<file path="src/rtl/cfg_lut_pkg.sv">
package cfg_lut_pkg;

  typedef enum logic [1:0] {
    MODE_LOGIC = 2'b00,
    MODE_SHIFT = 2'b01,
    MODE_RAM   = 2'b10,
    MODE_RSVD  = 2'b11
  } cell_mode_e;

  localparam int MODE_W = 2;

endpackage

</file>
<file path="src/rtl/cfg_lut_mode_dec.sv">
module cfg_lut_mode_dec
  import cfg_lut_pkg::*;
(
  input  logic [MODE_W-1:0] mode,
  input  logic              cfg_en,
  input  logic              user_we,
  output logic              shift_en,
  output logic              wr_en
);

  cell_mode_e mode_e;

  always_comb begin
    mode_e   = cell_mode_e'(mode);
    shift_en = 1'b0;
    wr_en    = 1'b0;
    if (!cfg_en && user_we) begin
      unique case (mode_e)
        MODE_SHIFT: shift_en = 1'b1;
        MODE_RAM:   wr_en    = 1'b1;
        default: ;
      endcase
    end
  end

endmodule

</file>
<file path="src/rtl/cfg_lut_store.sv">
module cfg_lut_store
  import cfg_lut_pkg::*;
#(
  parameter int SEL_W = 4,
  localparam int DEPTH = 1 << SEL_W
) (
  input  logic              clk,
  input  logic              rst,
  input  logic              cfg_en,
  input  logic              cfg_sin,
  input  logic              shift_en,
  input  logic              wr_en,
  input  logic [SEL_W-1:0]  waddr,
  input  logic              din,
  output logic [DEPTH-1:0]  store_q,
  output logic [MODE_W-1:0] mode_q
);

  always_ff @(posedge clk) begin
    if (rst) begin
      store_q <= '0;
      mode_q  <= '0;
    end else if (cfg_en) begin
      {mode_q, store_q} <= {mode_q[MODE_W-2:0], store_q, cfg_sin};
    end else if (shift_en) begin
      store_q <= {store_q[DEPTH-2:0], din};
    end else if (wr_en) begin
      store_q[waddr] <= din;
    end
  end

endmodule

</file>
<file path="src/rtl/cfg_lut_mux.sv">
module cfg_lut_mux #(
  parameter int SEL_W = 4,
  localparam int DEPTH = 1 << SEL_W
) (
  input  logic [DEPTH-1:0] data,
  input  logic [SEL_W-1:0] sel,
  output logic             y
);

  for (genvar l = 0; l < SEL_W; l++) begin : g_lvl
    localparam int W = DEPTH >> (l + 1);
    logic [W-1:0] nodes;
    for (genvar n = 0; n < W; n++) begin : g_node
      if (l == 0) begin : g_leaf
        assign nodes[n] = sel[0] ? data[2*n+1] : data[2*n];
      end else begin : g_inner
        assign nodes[n] = sel[l] ? g_lvl[l-1].nodes[2*n+1] : g_lvl[l-1].nodes[2*n];
      end
    end
  end

  assign y = g_lvl[SEL_W-1].nodes[0];

endmodule

</file>
<file path="src/rtl/cfg_lut_cell.sv">
module cfg_lut_cell
  import cfg_lut_pkg::*;
#(
  parameter int SEL_W = 4
) (
  input  logic             clk,
  input  logic             rst,
  input  logic             cfg_en,
  input  logic             cfg_sin,
  output logic             cfg_sout,
  input  logic [SEL_W-1:0] lut_sel,
  input  logic             user_din,
  input  logic             user_we,
  output logic             lut_out
);

  localparam int DEPTH = 1 << SEL_W;

  logic [DEPTH-1:0]  store_q;
  logic [MODE_W-1:0] mode_q;
  logic              shift_en;
  logic              wr_en;

  cfg_lut_mode_dec u_dec (
    .mode     (mode_q),
    .cfg_en   (cfg_en),
    .user_we  (user_we),
    .shift_en (shift_en),
    .wr_en    (wr_en)
  );

  cfg_lut_store #(.SEL_W(SEL_W)) u_store (
    .clk      (clk),
    .rst      (rst),
    .cfg_en   (cfg_en),
    .cfg_sin  (cfg_sin),
    .shift_en (shift_en),
    .wr_en    (wr_en),
    .waddr    (lut_sel),
    .din      (user_din),
    .store_q  (store_q),
    .mode_q   (mode_q)
  );

  cfg_lut_mux #(.SEL_W(SEL_W)) u_mux (
    .data (store_q),
    .sel  (lut_sel),
    .y    (lut_out)
  );

  assign cfg_sout = mode_q[MODE_W-1];

endmodule

</file>
<file path="config.mk">
export PLATFORM = sky130hd
export DESIGN_NAME = cfg_lut_cell
export DESIGN_NICKNAME = d
export VERILOG_FILES = /design/src/rtl/cfg_lut_pkg.sv /design/src/rtl/cfg_lut_mode_dec.sv /design/src/rtl/cfg_lut_store.sv /design/src/rtl/cfg_lut_mux.sv /design/src/rtl/cfg_lut_cell.sv
export SDC_FILE = /design/constraint.sdc
export NUM_CORES = 1
export LEC_CHECK = 0
export ABC_AREA = 1
export BUFFER_PORTS_ARGS = -buffer_cell sky130_fd_sc_hd__buf_2
export CAP_MARGIN = 20
export CORE_MARGIN = 1.5
export CORE_UTILIZATION = 39
export DETAILED_ROUTE_END_ITERATION = 12
export SETUP_SLACK_MARGIN = 0.3
export SYNTH_ARGS = -nofsm -noshare
export SYNTH_HDL_FRONTEND = slang
export SYNTH_SLANG_ARGS = --single-unit
</file>
<file path="constraint.sdc">
create_clock -name clk -period 1.6 [get_ports clk]
set_clock_uncertainty 0.2 [all_clocks]
set_input_delay 0.16 -clock clk [delete_from_list [all_inputs] [get_ports clk]]
set_output_delay 0.16 -clock clk [all_outputs]
set_load 0.01 [all_outputs]
</file>
# Word-level counts from Yosys, hierarchy flattened
# Index checks and enable logic that the tools add are counted.
# word_totals
regBits,18
inputBits,10
word_cells,35
# classes
muxes,25
reduce_logical,4
eq_ne,2
order_cmp,2
# op_table
operator,count
$mux W16,3
$mux W1,20
$bwmux W16,1
$lt A4 B5 Y1 const B,1
$demux W1 S4,1
$ge A4 B1 Y1 const B,1
$reduce_bool A3 Y1,1
$eq A2 B1 Y1 const B,1
$eq A2 B2 Y1 const B,1
$logic_and A1 B1 Y1,2
$logic_not A1 Y1,1

# Logic depth before layout (Yosys ltp)
# Gate-level depths: netlist of run 1.
# logic_depth
depth_word,8
mapped_depth,10

# Cells and area by module
# From an unflattened synthesis of run 1, not the netlist that was laid out.
# unflattened
cells_unflattened,251
area_unflattened_um2,1353.8
# by_module_without_submodules
mod,area_per_inst_um2,n_inst,cells_per_inst
cfg_lut_store,1093.5,1,193
cfg_lut_mux,230.2,1,50
cfg_lut_mode_dec,30.0,1,8

# Least setup slack after synthesis of run 1
# OpenSTA, ideal clock, no wires.
# synth_timing
path_type,flip-flop to flip-flop
from,reg u_store.mode_q[1]
to,reg u_store.store_q[10]
t_required_ns,1.289
setup_ns,0.111
arrival_ns,1.113
path_stages_with_launch,8
slack_ns,0.176
path_buffers,1
cell_sequence,dfxtp_1 nor2_1 nand2_2 nand2_2 buf_2 nor2_1 nor2_1 nor2_1
# synth_via
elab_chain_len,5
word_cells_on_any_way,9
cone_classes,eq/ne: 2; mux: 6; reduce/logical: 1
# synth_lines
item,line_no,text
"start, declared",cfg_lut_store.sv:16,output logic [MODE_W-1:0] mode_q
"start signal, assigned",cfg_lut_store.sv:24,"{mode_q, store_q} <= {mode_q[MODE_W-2:0], store_q, cfg_sin};"
$eq A2 B1 Y1,cfg_lut_mode_dec.sv:18,unique case (mode_e)
$mux W1,cfg_lut_mode_dec.sv:18,
$mux W1,cfg_lut_mode_dec.sv:17,if (!cfg_en && user_we) begin
$mux W16,cfg_lut_store.sv:25,end else if (shift_en) begin
$mux W16,cfg_lut_store.sv:23,end else if (cfg_en) begin
"end signal, assigned",cfg_lut_store.sv:24,
"end signal, assigned",cfg_lut_store.sv:26,"store_q <= {store_q[DEPTH-2:0], din};"
"end signal, assigned by index",cfg_lut_store.sv:28,store_q[waddr] <= din;
"end, declared",cfg_lut_store.sv:15,"output logic [DEPTH-1:0] store_q,"
# Parallel ways exist; a longest one is shown, timed or not.
# A chain may end at the register's enable or synchronous reset.

# Worst setup path in the final report of run 1
# layout_timing
from,reg u_store.store_q[11]
to,out lut_out
# layout_via
elab_chain_len,4
# layout_lines
item,line_no,text
$mux W1,cfg_lut_mux.sv:15,assign nodes[n] = sel[0] ? data[2*n+1] : data[2*n];
$mux W1 (3 in a row),cfg_lut_mux.sv:17,assign nodes[n] = sel[l] ? g_lvl[l-1].nodes[2*n+1] : g_lvl[l-1].nodes[2*n];
"end, declared",cfg_lut_cell.sv:14,output logic lut_out
# No other way between the ends.

==> flow_metrics.py, run 1 <==
metrics = {
    "sta": {
        "fmax_mhz": 637,
        "report.final.slew_viol_count": 0,
        "rsz0062_at_grt": "yes",
        "max_slew.worst_pin.slew_ps": 560,
        "period_share": 0.980,
        "fin_ws_ps": 31.4,
        "layout_min_cycle_time_ps": 1570,
        "finalSetupViolations": 0,
        "slew_headroom": 0.626,
        "finalHoldViolCount": 0,
    },
    "placed_design": {
        "dp_slack_ps": 100,
        "hpwl_um": 3390,
        "port_buffers": 11,
        "routabilityCongestion": 0.930,
    },
    "pwr": {
        "p_per_area_nw_per_um2": 563,
        "pwr-share-comb": 0.303,
        "switching_share": 0.344,
        "power.leakage_nw": 1.14,
        "clkPwrFrac": 0.307,
        "switchingPower_uw": 452,
        "seq_power_share": 0.390,
        "p_int_uw": 861,
        "irDropWorstVdd_v": 0.000321,
    },
    "setup_path": {
        "r2r_slack_ps": 110,
        "crit_fanout": 3,
        "crit_type": "reg2out",
        "critPathSlowestCell": "dfxtp_2",
        "path_cells": "nand2_1 -> nand2_1 -> nand2_1 -> nand2_1 -> nand2_1 -> nand2_1 -> inv_1 -> nand2_1 -> buf_2",
        "required_ps": 1240,
        "crit_arrival_ps": 1210,
        "critical_path.top_delay_family": "simple AND/OR/NAND/NOR gates",
        "cp-end-kind": "output pin",
        "cp_num_buf_inv": 2,
        "slowest_delay_ps": 390,
        "cpMostUsedCell": "nand2_1",
        "crit_path_start_kind": "register",
    },
    "floorplan": {
        "die_x_um": 67.7,
        "fp.dieH_um": 67.7,
        "initial_core_util": 0.408,
        "core_area_um2": 4000,
        "rows": 23,
        "io_pins": 12,
        "die-area_um2": 4580,
    },
    "layout": {
        "area_growth_syn_to_layout_pct": 42.9,
        "final_common_cell": "nand2_1",
        "layout_common_cells": "nand2_1 (117), nor2_1 (80), inv_1 (28)",
        "layout-drive-gt1-share": 0.305,
        "n_antenna_cell": 0,
        "fill_cells": 375,
        "final_nets": 368,
        "final_core_util": 0.583,
    },
    "synth": {
        "syn_nets": 337,
        "synth-seq-cells": 18,
        "netlist_area_um2": 1630,
        "synth.distinct_cells": 13,
        "seq_area_frac_synth": 0.221,
        "postSynthAreaPerCell_um2": 4.99,
        "netlist_instances": 327,
        "yosysWarnings": 0,
    },
    "routing": {
        "drt-total-wl_um": 5860,
        "ant_nets": 0,
        "drc": 0,
        "vias": 2117,
        "first_pass_iters": 4,
        "via_per_inst": 5.20,
        "wire_per_inst_um": 14.4,
        "drtIter0Drc": 228,
    },
    "global_routing": {
        "antenna_found_initial": 0,
        "first_global_vias": 1894,
        "globalRouteOverflowTotal": 0,
        "grt_pass1_wl_um": 9270,
        "grt_max_degree": 17,
        "grt_usage": 0.274,
    },
    "clock_tree": {
        "clock_sink_count": 18,
        "clockBufferDepth": 2,
        "cts_root_buf": "clkbuf_8",
        "htreeDepth": 1,
        "cts_tree": "yes",
        "path_clk_slew_ps": 80,
        "cts_made_buffers": 3,
        "clk_latency_ps": 270,
    },
    "job": {
        "drv_cap": 0,
    },
    "min_path": {
        "hp-class": "in2reg",
    },
    "outcome": {
        "status": "finished, final reports clean",
    },
}
[timing repair]
action                                  CTS  global route
endpoints found under the setup margin   17            17
gates resized for setup                  47            38
pin swaps                                13            25
gates cloned                              6             0
hold buffers                              1             0
buffers inserted                         13             0
endpoints found under the hold margin     2             0
[synth_stat cells, drive strengths merged]
cell	instances	area, um2
a21oi	3	18.8
dfxtp	18	360
nand2	139	532
inv	30	113
nand3	31	155
buf	13	82.6
nor2	93	372
[metrics by stage]
step	std cells	power [mW]	hold slack [ps]	area (um2)	TNS, ps
CTS	407	1.28	16.6	2210	0
detailed placement	383	0.788	149	1770	0
global placement	383	0.788	144	1770	0
global route	407	1.37	95.6	2330	-61.7
finish	407	1.31	60.5	2330	0
floorplan	327	0.709	19.4	1660	0
[metal layers]
layer	up-vias	wire, um	GRT usage
met1	946	2390	0.350
met2	107	2770	0.438
met5	-	0	0
met3	20	499	0.0417
li1	1044	-	-
met4	0	195	0.153
[worst register-to-register path: stages (launching register included)]
cell and delay, ps:
dfxtp_4 360, inv_4 60, nor2_4 40, nand2_4 110
nand2_8 70, buf_12 140, buf_16 140, nand2_2 70
nand2_2 60, nor2_2 90, nor2_1 40
[final timing paths]
path | startpoint | end | cells past startpoint
hold reg to reg | u_store.store_q[15] | u_store.mode_q[0] | 2
setup reg to reg | u_store.mode_q[0] | u_store.store_q[5] | 10
hold / removal | cfg_sin | u_store.store_q[0] | 5
setup / recovery | u_store.store_q[11] | lut_out | 9
[layout make-up]
cell class / count / area [um2] / area share
multi-input combinational: 267 / 1290 / 0.555
timing repair buffer: 38 / 419 / 0.180
sequential: 18 / 387 / 0.166
inverter: 30 / 115 / 0.0493
tap: 50 / 62.6 / 0.0268
clock buffer: 4 / 55.1 / 0.0236
[power groups by stage]
stage / Sequential [mW] / Combinational, mW / Clock, mW
final: 0.512 / 0.398 / 0.404
after CTS: 0.505 / 0.365 / 0.413
after floorplan: 0.501 / 0.209 / 0
after global placement: 0.515 / 0.273 / 0
after global routing: 0.513 / 0.433 / 0.427
after detailed placement: 0.514 / 0.274 / 0
[state kept, by name, indices dropped and copies added, names as in the netlist]
signal / flops
u_store.store_q: 16
u_store.mode_q: 2
[logic make-up (layout without fill, tap and decap cells)]
group                  Yosys count  after routing  synth area share
AOI/OAI and AO/OA                3              3            0.0115
DFF                             18             18             0.221
buffers and inverters           43             72             0.120
and+or+nand+nor                263            264             0.648
(Power assumes the default switching activity.)
==> run 2: changes to the inputs <==
--- a/config.mk
+++ b/config.mk
@@ -8,10 +8,11 @@
 export ABC_AREA = 1
 export BUFFER_PORTS_ARGS = -buffer_cell sky130_fd_sc_hd__buf_2
 export CAP_MARGIN = 20
-export CORE_MARGIN = 1.5
+export CORE_MARGIN = 10
 export CORE_UTILIZATION = 39
 export DETAILED_ROUTE_END_ITERATION = 12
 export SETUP_SLACK_MARGIN = 0.3
 export SYNTH_ARGS = -nofsm -noshare
 export SYNTH_HDL_FRONTEND = slang
+export SYNTH_HIERARCHICAL = 1
 export SYNTH_SLANG_ARGS = --single-unit
==> run 2 against run 1 <==
Die area rose by 36%. Non-clock buffer count down 4. Critical path type is now reg2reg. Cell area fell by 14%. Clock power is 43% lower. Hold slack lost 6.5 ps. Sequential power shrank 2%.
==> flow_metrics.py, run 2 <==
metrics = {
    "synth": {
        "syn_nets": 261,
        "synth.distinct_cells": 16,
        "netlist_instances": 251,
        "synth.most_common_cell": "nand2_1",
        "synth.area.top_cells": "dfxtp_1 (27%), nand2_1 (18%), nor2_1 (17%), inv_1 (12%), nand3_1 (11%)",
        "synth_area_leader_cell": "dfxtp_1",
        "synth.top_cell.area_share": 0.266,
        "netlist_area_um2": 1350,
        "async_flop_share": 0,
        "synth_edf_count": 0,
        "yosys_most_used_dff": "dfxtp_1",
        "seq_area_frac_synth": 0.266,
        "synth-seq-cells": 18,
        "synth_common_cells": "nand2_1 (66), nor2_1 (61), inv_1 (43)",
        "yosysWarnings": 6,
        "postSynthAreaPerCell_um2": 5.39,
    },
    "routing": {
        "drt-total-wl_um": 4060,
        "first_pass_iters": 4,
        "vias": 1595,
        "ant_nets": 0,
        "via_per_inst": 4.88,
        "wire_per_inst_um": 12.4,
        "drc": 0,
        "drtIter0Drc": 101,
    },
    "pwr": {
        "irDropWorstVdd_v": 0.000277,
        "seq_power_share": 0.453,
        "pwr-share-comb": 0.339,
        "p_per_area_nw_per_um2": 557,
        "p_int_uw": 731,
        "clkPwrFrac": 0.208,
        "switchingPower_uw": 380,
        "switching_share": 0.342,
        "power.leakage_nw": 0.915,
    },
    "sta": {
        "rsz0062_at_grt": "yes",
        "max_slew.worst_pin.slew_ps": 586,
        "layout_min_cycle_time_ps": 1530,
        "fmax_mhz": 652,
        "slew_headroom": 0.608,
        "period_share": 0.958,
        "finalSetupViolations": 0,
        "holdWs_ps": 53.9,
        "finalHoldViolCount": 0,
        "fin_ws_ps": 66.8,
        "report.final.slew_viol_count": 0,
    },
    "outcome": {
        "status": "finished, final reports clean",
    },
    "placed_design": {
        "port_buffers": 11,
        "routabilityCongestion": 0.928,
        "hpwl_um": 2540,
        "dp_slack_ps": 77.7,
        "dp_cells": 307,
    },
    "layout": {
        "largest_registers": "u_store/store_q: 16 flops, u_store/mode_q: 2 flops",
        "fill_cells": 325,
        "instances_no_fill": 327,
        "final-seq-area_um2": 380,
        "top_register": "u_store/store_q",
        "final_common_cell": "nand2_1",
        "area_growth_syn_to_layout_pct": 47.4,
        "n_antenna_cell": 0,
        "final_nets": 293,
        "final_core_util": 0.598,
        "largest_reg_flops": 16,
        "layout_common_cells": "nand2_1 (56), nor2_1 (47), inv_1 (37)",
        "layout-drive-gt1-share": 0.406,
        "multi_input_area_um2": 1010,
    },
    "min_path": {
        "holdPathEnd": "u_store/store_q[14]",
        "hp-class": "in2reg",
        "hold_start": "rst",
        "whs_path_depth": 4,
    },
    "global_routing": {
        "first_global_vias": 1456,
        "grt_max_degree": 15,
        "antenna_found_initial": 0,
        "grt_pass1_wl_um": 6660,
        "grt_usage": 0.128,
        "globalRouteOverflowTotal": 0,
    },
    "setup_path": {
        "cp-end-kind": "register",
        "reg2reg_to": "u_store/store_q[7]",
        "crit_arrival_ps": 1530,
        "r2r_slack_ps": 70,
        "crit_path_start_kind": "register",
        "crit_fanout": 5,
        "timing.rr.start": "u_store/mode_q[0]",
        "crit_type": "reg2reg",
        "required_ps": 1600,
        "reg2reg_depth": 9,
    },
    "clock_tree": {
        "clk_latency_ps": 290,
        "cts_tree": "yes",
        "cts_made_buffers": 3,
        "clockBufferDepth": 2,
        "path_clk_slew_ps": 110,
        "cts_root_buf": "clkbuf_4",
        "clock_sink_count": 18,
        "htreeDepth": 1,
    },
    "floorplan": {
        "rows": 21,
        "fp.dieH_um": 78.9,
        "die_x_um": 78.9,
        "initial_core_util": 0.406,
        "die-area_um2": 6230,
        "io_pins": 12,
        "core_area_um2": 3340,
    },
    "job": {
        "drv_cap": 0,
    },
}
## run 2: cell types whose count changed after synthesis, moves of 2 or more
cell | previous run | this run
buf_4 | 2 | 4
inv_1 | 28 | 43
nand2_2 | 4 | 6
nand2_1 | 135 | 66
buf_2 | 9 | 1
nor2_1 | 90 | 61
nor2_4 | 3 | 1
o21ai_1 | 0 | 2
nand3_1 | 31 | 29
o21ai_0 | 0 | 12
## run 2: final cells by class
cell class                      instances  area share
Clock buffer                            3      0.0113
Tap cell                               46      0.0288
Inverter                               47      0.0922
Sequential cell                        18       0.191
Multi-Input combinational cell        179       0.507
Timing Repair Buffer                   34       0.170
## run 2: metal layers
layer / up-vias / share of wire / track usage
li1: 812 / - / -
met1: 729 / 0.44 / 0.168
met2: 46 / 0.48 / 0.202
met3: 8 / 0.063 / 0.0248
met4: 0 / 0.017 / 0.0448
met5: - / 0 / 0
## run 2: what timing repair did
action,CTS,global route
setup endpoints to repair,17,17
setup buffers,9,3
resized for setup,43,39
cloned,3,0
pin swaps,13,27
endpoints found under the hold margin,2,0
hold buffers,2,0
## run 2: stage by stage
| stage | area (um2) | power, mW | TNS, ps |
|---|---|---|---|
| 6_report | 2000 | 1.11 | 0 |
| 4_1_cts | 1810 | 1.07 | 0 |
| 3_5_place_dp | 1530 | 0.764 | 0 |
| 2_1_floorplan | 1410 | 0.691 | 0 |
| 5_1_grt | 2000 | 1.19 | -101 |
| 3_3_place_gp | 1530 | 0.766 | 0 |
## run 2: worst max-delay path by stage
stage | startpoint | end | slack [ps]
after CTS | u_store/store_q[6] | lut_out | 80
after detailed placement | cfg_en | u_store/store_q[11] | 80
after global placement | u_store/mode_q[1] | u_store/store_q[2] | 90
final | u_store/mode_q[0] | u_store/store_q[7] | 70
after floorplan | u_store/mode_q[1] | u_store/store_q[7] | 220
after global routing | u_store/mode_q[0] | u_store/store_q[9] | -30
## run 2: worst max-delay path, stage by stage, from the launching register on
cell,delay (ps)
dfxtp_2,350
inv_2,60
nand2_2,60
nor2_4,120
buf_6,150
nand3_2,130
o21ai_2,160
nand3_1,100
nand2_1,70
inv_1,40
## run 2: cell families (layout without fill, tap and decap cells)
group,Yosys count,after routing,share of synthesized area
compound gates,15,15,0.0555
buf+inv,54,84,0.178
flops,18,18,0.266
simple gates,164,164,0.500
## run 2: power by group through the flow
| stage | sequential, mW | combinational, mW | clock [mW] |
|---|---|---|---|
| final | 0.503 | 0.377 | 0.231 |
| after global routing | 0.506 | 0.419 | 0.261 |
| after CTS | 0.501 | 0.328 | 0.240 |
| after detailed placement | 0.511 | 0.254 | 0 |
| after global placement | 0.510 | 0.255 | 0 |
| after floorplan | 0.503 | 0.188 | 0 |
==> run 3: changes to the inputs <==
--- a/config.mk
+++ b/config.mk
@@ -9,10 +9,9 @@
 export BUFFER_PORTS_ARGS = -buffer_cell sky130_fd_sc_hd__buf_2
 export CAP_MARGIN = 20
 export CORE_MARGIN = 10
-export CORE_UTILIZATION = 39
+export CORE_UTILIZATION = 30
 export DETAILED_ROUTE_END_ITERATION = 12
 export SETUP_SLACK_MARGIN = 0.3
 export SYNTH_ARGS = -nofsm -noshare
 export SYNTH_HDL_FRONTEND = slang
-export SYNTH_HIERARCHICAL = 1
 export SYNTH_SLANG_ARGS = --single-unit
==> constraint.sdc (replaced) <==
create_clock -name clk -period 1.99 [get_ports clk]
set_clock_uncertainty 0.2 [all_clocks]
set_input_delay 0.199 -clock clk [delete_from_list [all_inputs] [get_ports clk]]
set_output_delay 0.199 -clock clk [all_outputs]
set_load 0.01 [all_outputs]
==> run 3 against run 2 <==
Setup slack improved by 340 ps. Non-clock buffer count is 18 lower. Sequential power shrank 19%. Largest cell class unchanged. First-iteration DRC count is 73% higher. Die area is 41% higher.
==> flow_metrics.py, run 3 (synthesis gave the netlist of run 1 again) <==
metrics = {
    "outcome": {
        "status": "finished, final reports clean",
    },
    "clock_tree": {
        "path_clk_slew_ps": 80,
        "clock_sink_count": 18,
        "htreeDepth": 1,
        "clk_latency_ps": 260,
        "cts_made_buffers": 3,
        "clockBufferDepth": 2,
        "cts_root_buf": "clkbuf_8",
        "cts_tree": "yes",
    },
    "global_routing": {
        "globalRouteOverflowTotal": 0,
        "first_global_vias": 1805,
        "antenna_found_initial": 0,
        "grt_pass1_wl_um": 8270,
        "grt_usage": 0.112,
        "grt_max_degree": 32,
    },
    "floorplan": {
        "io_pins": 12,
        "core_area_um2": 5200,
        "initial_core_util": 0.314,
        "die_x_um": 93.8,
        "die-area_um2": 8790,
        "rows": 26,
        "fp.dieH_um": 93.8,
    },
    "setup_path": {
        "crit_fanout": 3,
        "required_ps": 1590,
        "crit_path_start_kind": "register",
        "crit_arrival_ps": 1190,
        "reg2reg_depth": 7,
        "timing.rr.start": "u_store.mode_q[0]",
        "crit_type": "reg2out",
        "cp-end-kind": "output pin",
        "r2r_slack_ps": 500,
        "reg2reg_to": "u_store.store_q[11]",
    },
    "pwr": {
        "irDropWorstVdd_v": 0.000190,
        "p_per_area_nw_per_um2": 496,
        "design_power_total_uw": 904,
        "power.leakage_nw": 0.865,
    },
    "sta": {
        "layout_min_cycle_time_ps": 1590,
        "finalSetupViolations": 0,
        "rsz0062_at_grt": "no",
        "max_slew.worst_pin.slew_ps": 418,
        "report.final.slew_viol_count": 0,
        "holdWs_ps": 56.3,
        "fmax_mhz": 630,
        "period_share": 0.798,
        "fin_ws_ps": 402,
        "finalHoldViolCount": 0,
        "final.setup.tns_ps": 0,
        "slew_headroom": 0.721,
    },
    "layout": {
        "final-seq-area_um2": 379,
        "layout-drive-gt1-share": 0.141,
        "final_core_util": 0.350,
        "top_register": "u_store.store_q",
        "final_common_cell": "nand2_1",
        "largest_registers": "u_store.store_q: 16 flops, u_store.mode_q: 2 flops",
        "area_growth_syn_to_layout_pct": 11.7,
        "layout_common_cells": "nand2_1 (134), nor2_1 (90), nand3_1 (31)",
        "fill_cells": 603,
        "final_nets": 346,
        "multi_input_area_um2": 1080,
        "largest_reg_flops": 16,
        "n_antenna_cell": 0,
    },
    "routing": {
        "drtIter0Drc": 175,
        "wire_per_inst_um": 11.6,
        "ant_nets": 0,
        "drt-total-wl_um": 4700,
        "vias": 1879,
        "first_pass_iters": 4,
        "via_per_inst": 4.65,
        "drc": 0,
    },
    "min_path": {
        "holdPathEnd": "u_store.store_q[0]",
        "hp-class": "in2reg",
        "whs_path_depth": 5,
        "hold_start": "cfg_sin",
    },
    "placed_design": {
        "hpwl_um": 3320,
        "port_buffers": 11,
        "dp_slack_ps": 341,
        "routabilityCongestion": 0.939,
    },
    "job": {
        "drv_cap": 0,
    },
}
[run 3: changes by cell type in the layout (fill, tap and decap cells not counted), sizes merged, moves of 3 or more]
cell	before	now
nand2	72	139
nor2	63	93
inv	47	28
buf	32	15
o21ai	14	0
clkinvlp	0	3
[run 3: metrics by stage]
step	cell area [um2]	std cells
2_1_floorplan	1630	327
3_3_place_gp	1710	397
3_5_place_dp	1710	397
4_1_cts	1760	401
5_1_grt	1820	404
6_report	1820	404
[run 3: what timing repair did]
| action | in CTS | in global routing |
|---|---|---|
| hold buffers | 1 | 0 |
| hold endpoints to repair | 2 | 0 |
| buffers inserted | 0 | 2 |
| endpoints found under the setup margin | 0 | 17 |
| gates resized for setup | 0 | 23 |
[run 3: worst max-delay path by stage]
| stage | startpoint | cells after the start | endpoint | slack, ps |
|---|---|---|---|---|
| after floorplan | u_store.mode_q[1] | 7 | u_store.store_q[10] | 570 |
| after global placement | u_store.mode_q[0] | 8 | u_store.store_q[4] | 370 |
| after detailed placement | u_store.mode_q[0] | 7 | u_store.store_q[2] | 340 |
| after CTS | u_store.mode_q[0] | 8 | u_store.store_q[4] | 320 |
| after global routing | u_store.mode_q[0] | 7 | u_store.store_q[2] | 320 |
| final | u_store.store_q[3] | 9 | lut_out | 400 |
[run 3: critical path: stages (launching register included)]
cell     delay [ps]
dfxtp_2         360
nand2_1          60
nand2_1          80
nand2_1          50
nand2_1          60
nand2_1          50
nand2_1          70
inv_1            40
nand2_2          60
buf_6            90
[run 3: report_power, final]
group,switching [mW],leakage (nW),internal [mW],total [mW]
clock,0.139,0.0216,0.135,0.274
sequential,0.0212,0.154,0.387,0.408
combinational,0.146,0.690,0.0766,0.223
[run 3: layer usage]
metal,GRT usage,vias to the layer above,wire [um]
met1,0.149,807,2100
li1,-,990,-
met5,0,-,0
met2,0.188,75,2180
met3,0.0112,7,370
met4,0.0278,0,50
[run 3: layout make-up]
class	count	area share
multi-input cells	266	0.595
repair inverters	1	0.00412
clock buffers	3	0.0226
inverters	30	0.0658
well taps	70	0.0480
repair buffers	16	0.0569
flip-flops and latches	18	0.208
